**config.mk**
```make
export PLATFORM = sky130hd
export DESIGN_NAME = usbphy_pwrup_seq
export DESIGN_NICKNAME = d
export VERILOG_FILES = /design/src/rtl/usbphy_seq_pkg.sv /design/src/rtl/usbphy_wait_timer.sv /design/src/rtl/usbphy_rmw_engine.sv /design/src/rtl/usbphy_step_ctrl.sv /design/src/rtl/usbphy_pwrup_seq.sv
export SDC_FILE = /design/constraint.sdc
export NUM_CORES = 1
export LEC_CHECK = 0
export CAP_MARGIN = 20
export CORE_MARGIN = 3
export CORE_UTILIZATION = 50
export DETAILED_ROUTE_END_ITERATION = 10
export PLACE_DENSITY = 0.81
export SYNTH_ARGS = -nofsm -noshare
export SYNTH_HDL_FRONTEND = slang
export SYNTH_SLANG_ARGS = --single-unit
```
**constraint.sdc**
```tcl
create_clock -name clk -period 5.1 [get_ports clk]
set_clock_uncertainty 0.05 [all_clocks]
set_input_delay 1.02 -clock clk [delete_from_list [all_inputs] [get_ports clk]]
set_output_delay 1.02 -clock clk [all_outputs]
set_load 0.03 [all_outputs]
```
**src/rtl/usbphy_seq_pkg.sv**
```systemverilog
package usbphy_seq_pkg;

  typedef enum logic [3:0] {
    S_IDLE, S_CLKSEL, S_IDDQ, S_TPD, S_PHYREL, S_WAIT1, S_SSC,
    S_CREL, S_WAIT2, S_WAIT3, S_RMW, S_DONE, S_ERR
  } step_e;

  typedef enum logic [2:0] {
    R_IDLE, R_RD_REQ, R_RD_RSP, R_WR_REQ, R_WR_RSP
  } rmw_e;

  typedef struct packed {
    logic ctrl_rst_n;
    logic aux_rst_n;
    logic u3phy_rst_n;
    logic u2por_n;
    logic refclk_en;
    logic refclk_pad;
    logic u2_iddq;
    logic u3_testpd;
    logic pwr_good;
    logic ssc_en;
    logic vbus_ovr;
  } ctl_t;

  localparam ctl_t CTL_IDLE = '{
    ctrl_rst_n: 1'b0, aux_rst_n: 1'b0, u3phy_rst_n: 1'b0, u2por_n: 1'b0,
    refclk_en: 1'b0, refclk_pad: 1'b0, u2_iddq: 1'b1, u3_testpd: 1'b1,
    pwr_good: 1'b0, ssc_en: 1'b0, vbus_ovr: 1'b0
  };

endpackage

```
**src/rtl/usbphy_wait_timer.sv**
```systemverilog
module usbphy_wait_timer #(
  parameter int unsigned CYCLES = 20000
) (
  input  logic clk,
  input  logic rst_n,
  input  logic start_i,
  output logic expired_o
);
  localparam int unsigned CW = (CYCLES > 1) ? $clog2(CYCLES) : 1;

  logic [CW-1:0] cnt;
  logic          busy;

  always_ff @(posedge clk or negedge rst_n) begin
    if (!rst_n) begin
      cnt  <= '0;
      busy <= 1'b0;
    end else if (start_i) begin
      cnt  <= CW'(CYCLES - 1);
      busy <= 1'b1;
    end else if (busy) begin
      if (cnt == '0) busy <= 1'b0;
      else           cnt  <= cnt - CW'(1);
    end
  end

  assign expired_o = busy && (cnt == '0);

endmodule

```
**src/rtl/usbphy_rmw_engine.sv**
```systemverilog
module usbphy_rmw_engine
  import usbphy_seq_pkg::*;
#(
  parameter int unsigned ADDR_W    = 16,
  parameter int unsigned DATA_W    = 16,
  parameter int unsigned REG_ADDR  = 'hF,
  parameter int unsigned RD_TRIES  = 3,
  parameter int unsigned EN_BIT    = 9,
  parameter int unsigned LVL_POS   = 6,
  parameter int unsigned LVL_W     = 3,
  parameter int unsigned BOOST_LVL = 5
) (
  input  logic              clk,
  input  logic              rst_n,
  input  logic              go_i,
  output logic              done_o,
  output logic              fail_o,
  output logic              req_valid_o,
  input  logic              req_ready_i,
  output logic              req_write_o,
  output logic [ADDR_W-1:0] req_addr_o,
  output logic [DATA_W-1:0] req_wdata_o,
  input  logic              rsp_valid_i,
  input  logic              rsp_timeout_i,
  input  logic [DATA_W-1:0] rsp_rdata_i
);
  localparam int unsigned TW = $clog2(RD_TRIES + 1);
  localparam int unsigned LVL_MAX = (1 << LVL_W);
  localparam logic [DATA_W-1:0] SET_MASK =
    (DATA_W'(1) << EN_BIT) | (DATA_W'(BOOST_LVL % LVL_MAX) << LVL_POS);

  rmw_e              st;
  logic [TW-1:0]     tries;
  logic [DATA_W-1:0] wdata;

  always_ff @(posedge clk or negedge rst_n) begin
    if (!rst_n) begin
      st     <= R_IDLE;
      tries  <= '0;
      wdata  <= '0;
      done_o <= 1'b0;
      fail_o <= 1'b0;
    end else begin
      done_o <= 1'b0;
      fail_o <= 1'b0;
      case (st)
        R_IDLE: if (go_i) begin
          tries <= '0;
          st    <= R_RD_REQ;
        end
        R_RD_REQ: if (req_ready_i) st <= R_RD_RSP;
        R_RD_RSP: if (rsp_valid_i) begin
          if (rsp_timeout_i) begin
            if (tries == TW'(RD_TRIES - 1)) begin
              fail_o <= 1'b1;
              st     <= R_IDLE;
            end else begin
              tries <= tries + TW'(1);
              st    <= R_RD_REQ;
            end
          end else begin
            wdata <= rsp_rdata_i | SET_MASK;
            st    <= R_WR_REQ;
          end
        end
        R_WR_REQ: if (req_ready_i) st <= R_WR_RSP;
        R_WR_RSP: if (rsp_valid_i) begin
          if (rsp_timeout_i) fail_o <= 1'b1;
          else               done_o <= 1'b1;
          st <= R_IDLE;
        end
        default: st <= R_IDLE;
      endcase
    end
  end

  assign req_valid_o = (st == R_RD_REQ) || (st == R_WR_REQ);
  assign req_write_o = (st == R_WR_REQ);
  assign req_addr_o  = ADDR_W'(REG_ADDR);
  assign req_wdata_o = req_write_o ? wdata : '0;

endmodule

```
**src/rtl/usbphy_step_ctrl.sv**
```systemverilog
module usbphy_step_ctrl
  import usbphy_seq_pkg::*;
(
  input  logic clk,
  input  logic rst_n,
  input  logic start_i,
  input  logic stop_i,
  input  logic pad_sel_i,
  input  logic tmr_exp_i,
  input  logic rmw_done_i,
  input  logic rmw_fail_i,
  output logic tmr_start_o,
  output logic rmw_go_o,
  output ctl_t ctl_o,
  output logic ready_o,
  output logic error_o
);
  step_e st;

  always_ff @(posedge clk or negedge rst_n) begin
    if (!rst_n) begin
      st      <= S_IDLE;
      ctl_o   <= CTL_IDLE;
      ready_o <= 1'b0;
      error_o <= 1'b0;
    end else begin
      case (st)
        S_IDLE: if (start_i) begin
          ctl_o <= CTL_IDLE;
          st    <= S_CLKSEL;
        end
        S_CLKSEL: begin
          ctl_o.refclk_en  <= 1'b1;
          ctl_o.refclk_pad <= pad_sel_i;
          st               <= S_IDDQ;
        end
        S_IDDQ: begin
          ctl_o.u2_iddq <= 1'b0;
          st            <= S_TPD;
        end
        S_TPD: begin
          ctl_o.u3_testpd <= 1'b0;
          st              <= S_PHYREL;
        end
        S_PHYREL: begin
          ctl_o.u3phy_rst_n <= 1'b1;
          ctl_o.u2por_n     <= 1'b1;
          st                <= S_WAIT1;
        end
        S_WAIT1: if (tmr_exp_i) begin
          ctl_o.pwr_good <= 1'b1;
          st             <= S_SSC;
        end
        S_SSC: begin
          ctl_o.ssc_en <= 1'b1;
          st           <= S_CREL;
        end
        S_CREL: begin
          ctl_o.ctrl_rst_n <= 1'b1;
          ctl_o.aux_rst_n  <= 1'b1;
          st               <= S_WAIT2;
        end
        S_WAIT2: if (tmr_exp_i) begin
          ctl_o.vbus_ovr <= 1'b1;
          st             <= S_WAIT3;
        end
        S_WAIT3: if (tmr_exp_i) st <= S_RMW;
        S_RMW: begin
          if (rmw_done_i) begin
            ready_o <= 1'b1;
            st      <= S_DONE;
          end else if (rmw_fail_i) begin
            error_o <= 1'b1;
            st      <= S_ERR;
          end
        end
        S_DONE, S_ERR: if (stop_i) begin
          ctl_o.u3phy_rst_n <= 1'b0;
          ctl_o.u2por_n     <= 1'b0;
          ctl_o.refclk_en   <= 1'b0;
          ready_o           <= 1'b0;
          error_o           <= 1'b0;
          st                <= S_IDLE;
        end
        default: st <= S_IDLE;
      endcase
    end
  end

  assign tmr_start_o = (st == S_PHYREL) || (st == S_CREL) ||
                       ((st == S_WAIT2) && tmr_exp_i);
  assign rmw_go_o    = (st == S_WAIT3) && tmr_exp_i;

endmodule

```
**src/rtl/usbphy_pwrup_seq.sv**
```systemverilog
module usbphy_pwrup_seq
  import usbphy_seq_pkg::*;
#(
  parameter int unsigned ADDR_W      = 16,
  parameter int unsigned DATA_W      = 16,
  parameter int unsigned WAIT_CYCLES = 20000,
  parameter int unsigned REG_ADDR    = 'hF,
  parameter int unsigned RD_TRIES    = 3,
  parameter int unsigned EN_BIT      = 9,
  parameter int unsigned LVL_POS     = 6,
  parameter int unsigned LVL_W       = 3,
  parameter int unsigned BOOST_LVL   = 5
) (
  input  logic              clk,
  input  logic              rst_n,
  input  logic              start_i,
  input  logic              stop_i,
  input  logic              clk_src_pad_i,
  output logic              req_valid_o,
  input  logic              req_ready_i,
  output logic              req_write_o,
  output logic [ADDR_W-1:0] req_addr_o,
  output logic [DATA_W-1:0] req_wdata_o,
  input  logic              rsp_valid_i,
  input  logic              rsp_timeout_i,
  input  logic [DATA_W-1:0] rsp_rdata_i,
  output logic              ctrl_rst_n_o,
  output logic              aux_rst_n_o,
  output logic              u3phy_rst_n_o,
  output logic              u2por_n_o,
  output logic              refclk_en_o,
  output logic              refclk_pad_o,
  output logic              u2_iddq_o,
  output logic              u3_testpd_o,
  output logic              ana_pwr_en_o,
  output logic              pcs_pwr_ok_o,
  output logic              pma_pwr_ok_o,
  output logic              ssc_en_o,
  output logic              u3_vbus_valid_o,
  output logic              u3_vbus_sel_o,
  output logic              u2_vbus_valid_o,
  output logic              u2_vbus_sel_o,
  output logic              ready_o,
  output logic              error_o
);
  ctl_t ctl;
  logic tmr_start, tmr_exp, rmw_go, rmw_done, rmw_fail;

  usbphy_step_ctrl u_ctrl (
    .clk        (clk),
    .rst_n      (rst_n),
    .start_i    (start_i),
    .stop_i     (stop_i),
    .pad_sel_i  (clk_src_pad_i),
    .tmr_exp_i  (tmr_exp),
    .rmw_done_i (rmw_done),
    .rmw_fail_i (rmw_fail),
    .tmr_start_o(tmr_start),
    .rmw_go_o   (rmw_go),
    .ctl_o      (ctl),
    .ready_o    (ready_o),
    .error_o    (error_o)
  );

  usbphy_wait_timer #(.CYCLES(WAIT_CYCLES)) u_timer (
    .clk      (clk),
    .rst_n    (rst_n),
    .start_i  (tmr_start),
    .expired_o(tmr_exp)
  );

  usbphy_rmw_engine #(
    .ADDR_W(ADDR_W), .DATA_W(DATA_W), .REG_ADDR(REG_ADDR),
    .RD_TRIES(RD_TRIES), .EN_BIT(EN_BIT), .LVL_POS(LVL_POS),
    .LVL_W(LVL_W), .BOOST_LVL(BOOST_LVL)
  ) u_rmw (
    .clk          (clk),
    .rst_n        (rst_n),
    .go_i         (rmw_go),
    .done_o       (rmw_done),
    .fail_o       (rmw_fail),
    .req_valid_o  (req_valid_o),
    .req_ready_i  (req_ready_i),
    .req_write_o  (req_write_o),
    .req_addr_o   (req_addr_o),
    .req_wdata_o  (req_wdata_o),
    .rsp_valid_i  (rsp_valid_i),
    .rsp_timeout_i(rsp_timeout_i),
    .rsp_rdata_i  (rsp_rdata_i)
  );

  assign ctrl_rst_n_o    = ctl.ctrl_rst_n;
  assign aux_rst_n_o     = ctl.aux_rst_n;
  assign u3phy_rst_n_o   = ctl.u3phy_rst_n;
  assign u2por_n_o       = ctl.u2por_n;
  assign refclk_en_o     = ctl.refclk_en;
  assign refclk_pad_o    = ctl.refclk_pad;
  assign u2_iddq_o       = ctl.u2_iddq;
  assign u3_testpd_o     = ctl.u3_testpd;
  assign ana_pwr_en_o    = ctl.pwr_good;
  assign pcs_pwr_ok_o    = ctl.pwr_good;
  assign pma_pwr_ok_o    = ctl.pwr_good;
  assign ssc_en_o        = ctl.ssc_en;
  assign u3_vbus_valid_o = ctl.vbus_ovr;
  assign u3_vbus_sel_o   = ctl.vbus_ovr;
  assign u2_vbus_valid_o = ctl.vbus_ovr;
  assign u2_vbus_sel_o   = ctl.vbus_ovr;

endmodule

```
==> results of run 1 <==
[worst reg2reg max path, stage by stage, from the launching register on]
cell and delay (ns):
dfrtp_1 0.82, xor2_1 0.33, or2_2 0.22, nand3_1 0.31
o41ai_1 0.40, o31ai_1 0.13
[path summary, 6_finish.rpt]
| path | from | end | slack (ns) | cells past startpoint |
|---|---|---|---|---|
| worst max-delay path | u_rmw.st[2] | req_wdata_o[6] | 1.83 | 3 |
| min in group asynchronous | rst_n | u_ctrl.ctl_o[9] | 0.77 | 2 |
| max in group asynchronous | rst_n | u_rmw.wdata[3] | 3.79 | 2 |
| worst min register to register | u_rmw.wdata[9] | u_rmw.wdata[9] | 0.42 | 1 |
| worst max register to register | u_ctrl.st[0] | u_timer.cnt[3] | 2.70 | 5 |
| worst min-delay path | u_rmw.wdata[9] | u_rmw.wdata[9] | 0.42 | 1 |
[final cells by class]
class,count,share of cell area [%]
tap,72,2.54
timing repair buffer,57,15.9
multi-input combinational,233,41.2
sequential,52,36.7
inverter,10,1.06
clock buffer,6,2.33
clock inverter,2,0.282
[report_power, final]
part / total (mW) / switching [mW] / internal, mW
logic: 0.875 / 0.488 / 0.386
clock network: 0.239 / 0.131 / 0.109
registers: 0.771 / 0.204 / 0.566
total: 1.88 / 0.823 / 1.06
[synthesized netlist by cell type (all sizes together) (2+ instances only)]
library cell and instances:
nor2 28, ha 2, nor2b 5, nor3b 2
dfrtp 50, or4 3, o41ai 5, clkbuf 10
dfstp 2, xor2 2, buf 31, o211ai 2
nand3 10, a31oi 3, nand3b 4, o31ai 8
o21a 3, nand2b 6, nand4 2, or2 2
conb 2, mux2 14, nor4 5, nor3 8
o22ai 4, o21ai 15, or4b 2, a21oi 24
mux2i 3, nand2 26, and3 14, inv 10
or3 3
[cells by family after synthesis]
| family | Yosys count |
|---|---|
| and+or+nand+nor | 125 |
| AOI/OAI and AO/OA | 71 |
| DFF | 52 |
| buffers and inverters | 51 |
| muxes | 17 |
| adders and majority gates | 2 |
| other | 2 |
| xor gates and xnor gates | 2 |
[per-layer routing]
metal	part of all wire, %	routed length, µm	track usage (%)	up-vias
met1	42	2640	22.5	1170
met5	0	0	0	-
met3	8.4	522	6.32	9
met4	1.3	84	4.97	0
li1	-	-	-	1182
met2	48	2980	30.7	93
[registers in the layout (all words and copies together), names as in the netlist]
signal,flops
u_rmw.done_o,1
u_timer.cnt,15
u_rmw.fail_o,1
u_rmw.st,3
u_ctrl.st,4
u_ctrl.ctl_o,9
u_timer.busy,1
u_rmw.wdata,14
u_ctrl.error_o,1
u_rmw.tries,2
u_ctrl.ready_o,1
[metrics by stage]
stage               std cells  worst slack [ns]
floorplan                 336              2.51
global placement          424              2.13
detailed placement        424              2.16
CTS                       432              1.80
global route              432              1.69
finish                    432              1.83
==> results.tsv, run 1 <==
metric	value	unit
final_cell_mix	55 x clkdlybuf4s50_1, 50 x dfrtp_1, 28 x nor2_1	
finalInstanceArea	3550	µm²
cp.buffers_inverters	1	
rsz0062_at_grt	no	
port_buffers	56	
grt_pass1_vias	2434	
ant_nets	0	
final_util	62.5	%
yosysTopAreaCellShare	41.4	%
synth-seq-area-share	43.1	%
synth_edf_count	0	
muxShareOfSynthArea	6.21	%
async_flop_share	100	%
synth_top_family_by_area	simple AND/OR/NAND/NOR gates	
power_density	531	nW/µm²
worstSetupEndpointType	output pin	
dieArea	7020	µm²
cts_resized	0	
final.setup.tns	0	ns
grt_start_max_net_pins	53	
cts.sinks	52	
power.total	1.88	mW
fp-row-count	27	
clk_pin_slew	0.09	ns
crit_chain	and2b_1 -> and3_1 -> clkdlybuf4s50_1	
cap_violations	0	
synth_compound_area_share	15.8	%
synthSimpleGateAreaFrac	23.0	%
die_x	83.8	µm
num_vias	2454	
h-tree-depth	2	
critical_path_peak_fanout	18	
cp.arrival	2.20	ns
dpl.hpwl	4.37	mm
ys_warn_count	0	
via_per_inst	5.68	
grt.total_usage	18.4	%
drive_gt1_share	10.0	%
synthTopCellsByArea	dfrtp_1 41%, buf_4 6.2%, mux2_2 5.2%	
diodes	0	
ioPinCount	76	
cp.required	4.03	ns
slew_headroom	51.5	%
synth_top_cell_by_area	dfrtp_1	
slew_viol_final	0	
multiInputGateArea	1460	µm²
clk_path_buf_depth	2	
fp.coreArea	5680	µm²
syn-cell-area	3020	µm²
synth-xor-area-share	0.579	%
die_h	83.8	µm
whs	0.425	ns
grt_overflow	0	
p_leak	1.48	nW
fin_crit_sh	64.2	%
max_freq	306	MHz
criticalPathCategory	reg -> out	
start_util	53.3	%
fillers	475	
path_delay_family	simple AND/OR/NAND/NOR gates	
synth.distinct_cells	55	
final_common_cell	clkdlybuf4s50_1	
synth_flop_cell	dfrtp_1	
synth_area_per_cell	9.39	µm²
drt_iter0_markers	245	
wirelength	6.23	mm
dpl_cell_area	3460	µm²
antenna_found_initial	0	
timing.hold.worst.class	reg -> reg	
cts-buffers-inserted	5	
syn_inst	322	
start_kind	flop	
post-cts-setup-buffers	0	
max_stage_delay	0.69	ns
hold_viol	0	
cts_tree	built	
wl_per_cell	14.4	µm
final_nets	385	
regArea	1300	µm²
status	completed	
drcViolationCount	0	
cts-root-buf	clkbuf_8	
synthAdderAreaFrac	0.827	%
firstDrtPassIters	4	
clkLatencyLatePin	0.30	ns
grt_pass1_wl	10.9	mm
gp_congestion	0.807	
slowest_stage	clkdlybuf4s50_1	
min_period	3.27	ns
ys_ff_latch	52	
area_delta_synth_final	17.3	%
worst_slew_pin_slew	0.723	ns
vdd.ir_drop.worst	0.260	mV
finalSetupViolCount	0	
ctsHoldBuffers	0	
Note: power is estimated with default switching activity, not from simulation.
==> run 2, diff against run 1 <==
- CORE_UTILIZATION: 50 -> 45
- PLACE_DENSITY: 0.81 -> 0.77
- clock period: 5.1 -> 2.7 ns (I/O delays scaled with it)
==> run 2 against run 1 <==
Against the previous run:
- final area is 1.8% higher
- critical path depth is the same
- first-iteration DRC count fell by 6.5%
- critical endpoint is now req_wdata_o[9]
==> results.tsv, run 2 (same netlist as run 1, synthesis figures left out) <==
metric	value	unit	change
grt_overflow	0		unchanged
wirelength	6.30	mm	+1.2%
drcViolationCount	0		unchanged
final_cell_mix	50 x dfrtp_1, 48 x clkdlybuf4s50_1, 28 x nor2_1		
cp.arrival	1.98	ns	-0.22 ns
cts.sinks	52		unchanged
dieArea	7740	µm²	+10%
final_util	56.2	%	-6.3 points
worstSetupEndpointType	output pin		
start_kind	flop		
diodes	0		unchanged
min_period	2.57	ns	
ctsHoldBuffers	0		unchanged
max_freq	388	MHz	
hold_viol	0		unchanged
fillers	556		+17%
via_per_inst	5.51		-3.1%
final_cells	443		+2.5%
h-tree-depth	2		unchanged
clk_pin_slew	0.09	ns	about the same
antenna_found_initial	0		unchanged
final.setup.tns	0	ns	unchanged
max_stage_delay	0.69	ns	about the same
drive_gt1_share	11.5	%	+1.5 points
fin_crit_sh	95.4	%	
timing.hold.worst.class	in -> async		
die_x	88.0	µm	+5.0%
critical_path_peak_fanout	10		-8
port_buffers	56		unchanged
status	completed		
crit_chain	and2b_2 -> and3_1 -> clkdlybuf4s50_1		
final_nets	391		+1.6%
slew_viol_final	0		unchanged
cap_violations	0		unchanged
finalSetupViolCount	0		unchanged
start_util	47.1	%	-6.2 points
grt_pass1_wl	10.9	mm	-0.26%
r2r_slack	0.37	ns	-2.33 ns
grt.total_usage	17.4	%	-0.92 points
firstDrtPassIters	5		+1
r2r_cells	8		+3
top_regs	u_timer.cnt (15), u_rmw.wdata (14), u_ctrl.ctl_o (9)		
dp_slack	0.261	ns	-1.89 ns
ant_nets	0		unchanged
area_delta_synth_final	19.4	%	
path_delay_family	buffers and inverters		
cts_tree	built		
reg2reg_from	u_timer.cnt[0]		
worst_slew_pin_slew	0.663	ns	-0.0598 ns
p_leak	1.55	nW	+5.3%
setup_slack	0.125	ns	-1.70 ns
post-cts-setup-buffers	0		unchanged
largest_reg_flops	15		unchanged
ioPinCount	76		unchanged
cts-buffers-inserted	5		unchanged
cts-root-buf	clkbuf_8		
final_common_cell	dfrtp_1		
gp_congestion	0.834		+3.5%
die_h	88.0	µm	+5.0%
r2r_end	u_timer.cnt[10]		
cp.buffers_inverters	1		unchanged
clk_path_buf_depth	2		unchanged
vdd.ir_drop.worst	0.452	mV	+74%
power_density	1020	nW/µm²	+91%
regMostFlops	u_timer.cnt		
power.total	3.67	mW	+95%
grt_pass1_vias	2360		-3.0%
fp-row-count	29		+7.4%
slowest_stage	clkdlybuf4s50_1		
grt_start_max_net_pins	53		unchanged
rsz0062_at_grt	no		
fp.coreArea	6420	µm²	+13%
slew_headroom	55.8	%	+4.3 points
dpl.hpwl	4.48	mm	+2.5%
num_vias	2439		-0.61%
cp.required	2.11	ns	-1.92 ns
criticalPathCategory	reg -> out		
wl_per_cell	14.2	µm	-1.3%
clkLatencyLatePin	0.31	ns	about the same
dp.cells	435		+2.6%
drt_iter0_markers	229		-6.5%
[run 2: worst max path at each step]
stage / from / endpoint / slack [ns] / depth (start not counted)
5_1_grt: u_rmw.st[2] / req_wdata_o[9] / 0.03 / 3
6_report: u_rmw.st[2] / req_wdata_o[9] / 0.13 / 3
2_1_floorplan: u_rmw.st[2] / req_wdata_o[8] / 0.59 / 4
4_1_cts: u_rmw.st[2] / req_wdata_o[6] / 0.004 / 3
3_3_place_gp: u_rmw.st[2] / req_write_o / 0.28 / 4
3_5_place_dp: u_rmw.st[2] / req_wdata_o[1] / 0.26 / 4
[run 2: worst register-to-register path, stage by stage, from the launching register on]
cell     delay, ns
dfrtp_1       0.42
inv_1         0.13
ha_1          0.23
nor4b_2       0.37
nand4_1       0.24
a21oi_4       0.36
buf_4         0.23
or4_1         0.12
nand3_1       0.07
[run 2: power breakdown]
group	switching, mW	internal (mW)
registers	0.330	1.07
clock network	0.255	0.275
logic	0.981	0.755
total	1.57	2.10
[run 2: area by class of cell]
cell class / count / area [µm²] / share of cell area, %
repair buffers: 63 / 603 / 16.7
well taps: 77 / 96.3 / 2.67
inverters: 10 / 37.5 / 1.04
multi-input cells: 233 / 1460 / 40.5
clock inverters: 2 / 35.0 / 0.970
clock buffers: 6 / 72.6 / 2.01
flip-flops and latches: 52 / 1300 / 36.1
[run 2: what timing repair did]
action                                 CTS  global route
resized for setup                        6             2
endpoints found under the hold margin    0             0
pin swaps                                0             0
setup endpoints to repair                6             7
[run 2: layer usage]
layer	track usage (%)	wire length (µm)
met5	0	0
met4	5.16	74
met3	4.70	423
met2	28.8	3000
met1	22.4	2800
[run 2: metrics by stage]
stage | hold WS, ns | cell area [µm²]
after floorplan | 0.194 | 3080
after detailed placement | 0.394 | 3510
after CTS | 0.318 | 3610
final | 0.287 | 3610
after global placement | 0.391 | 3510
after global routing | 0.327 | 3610
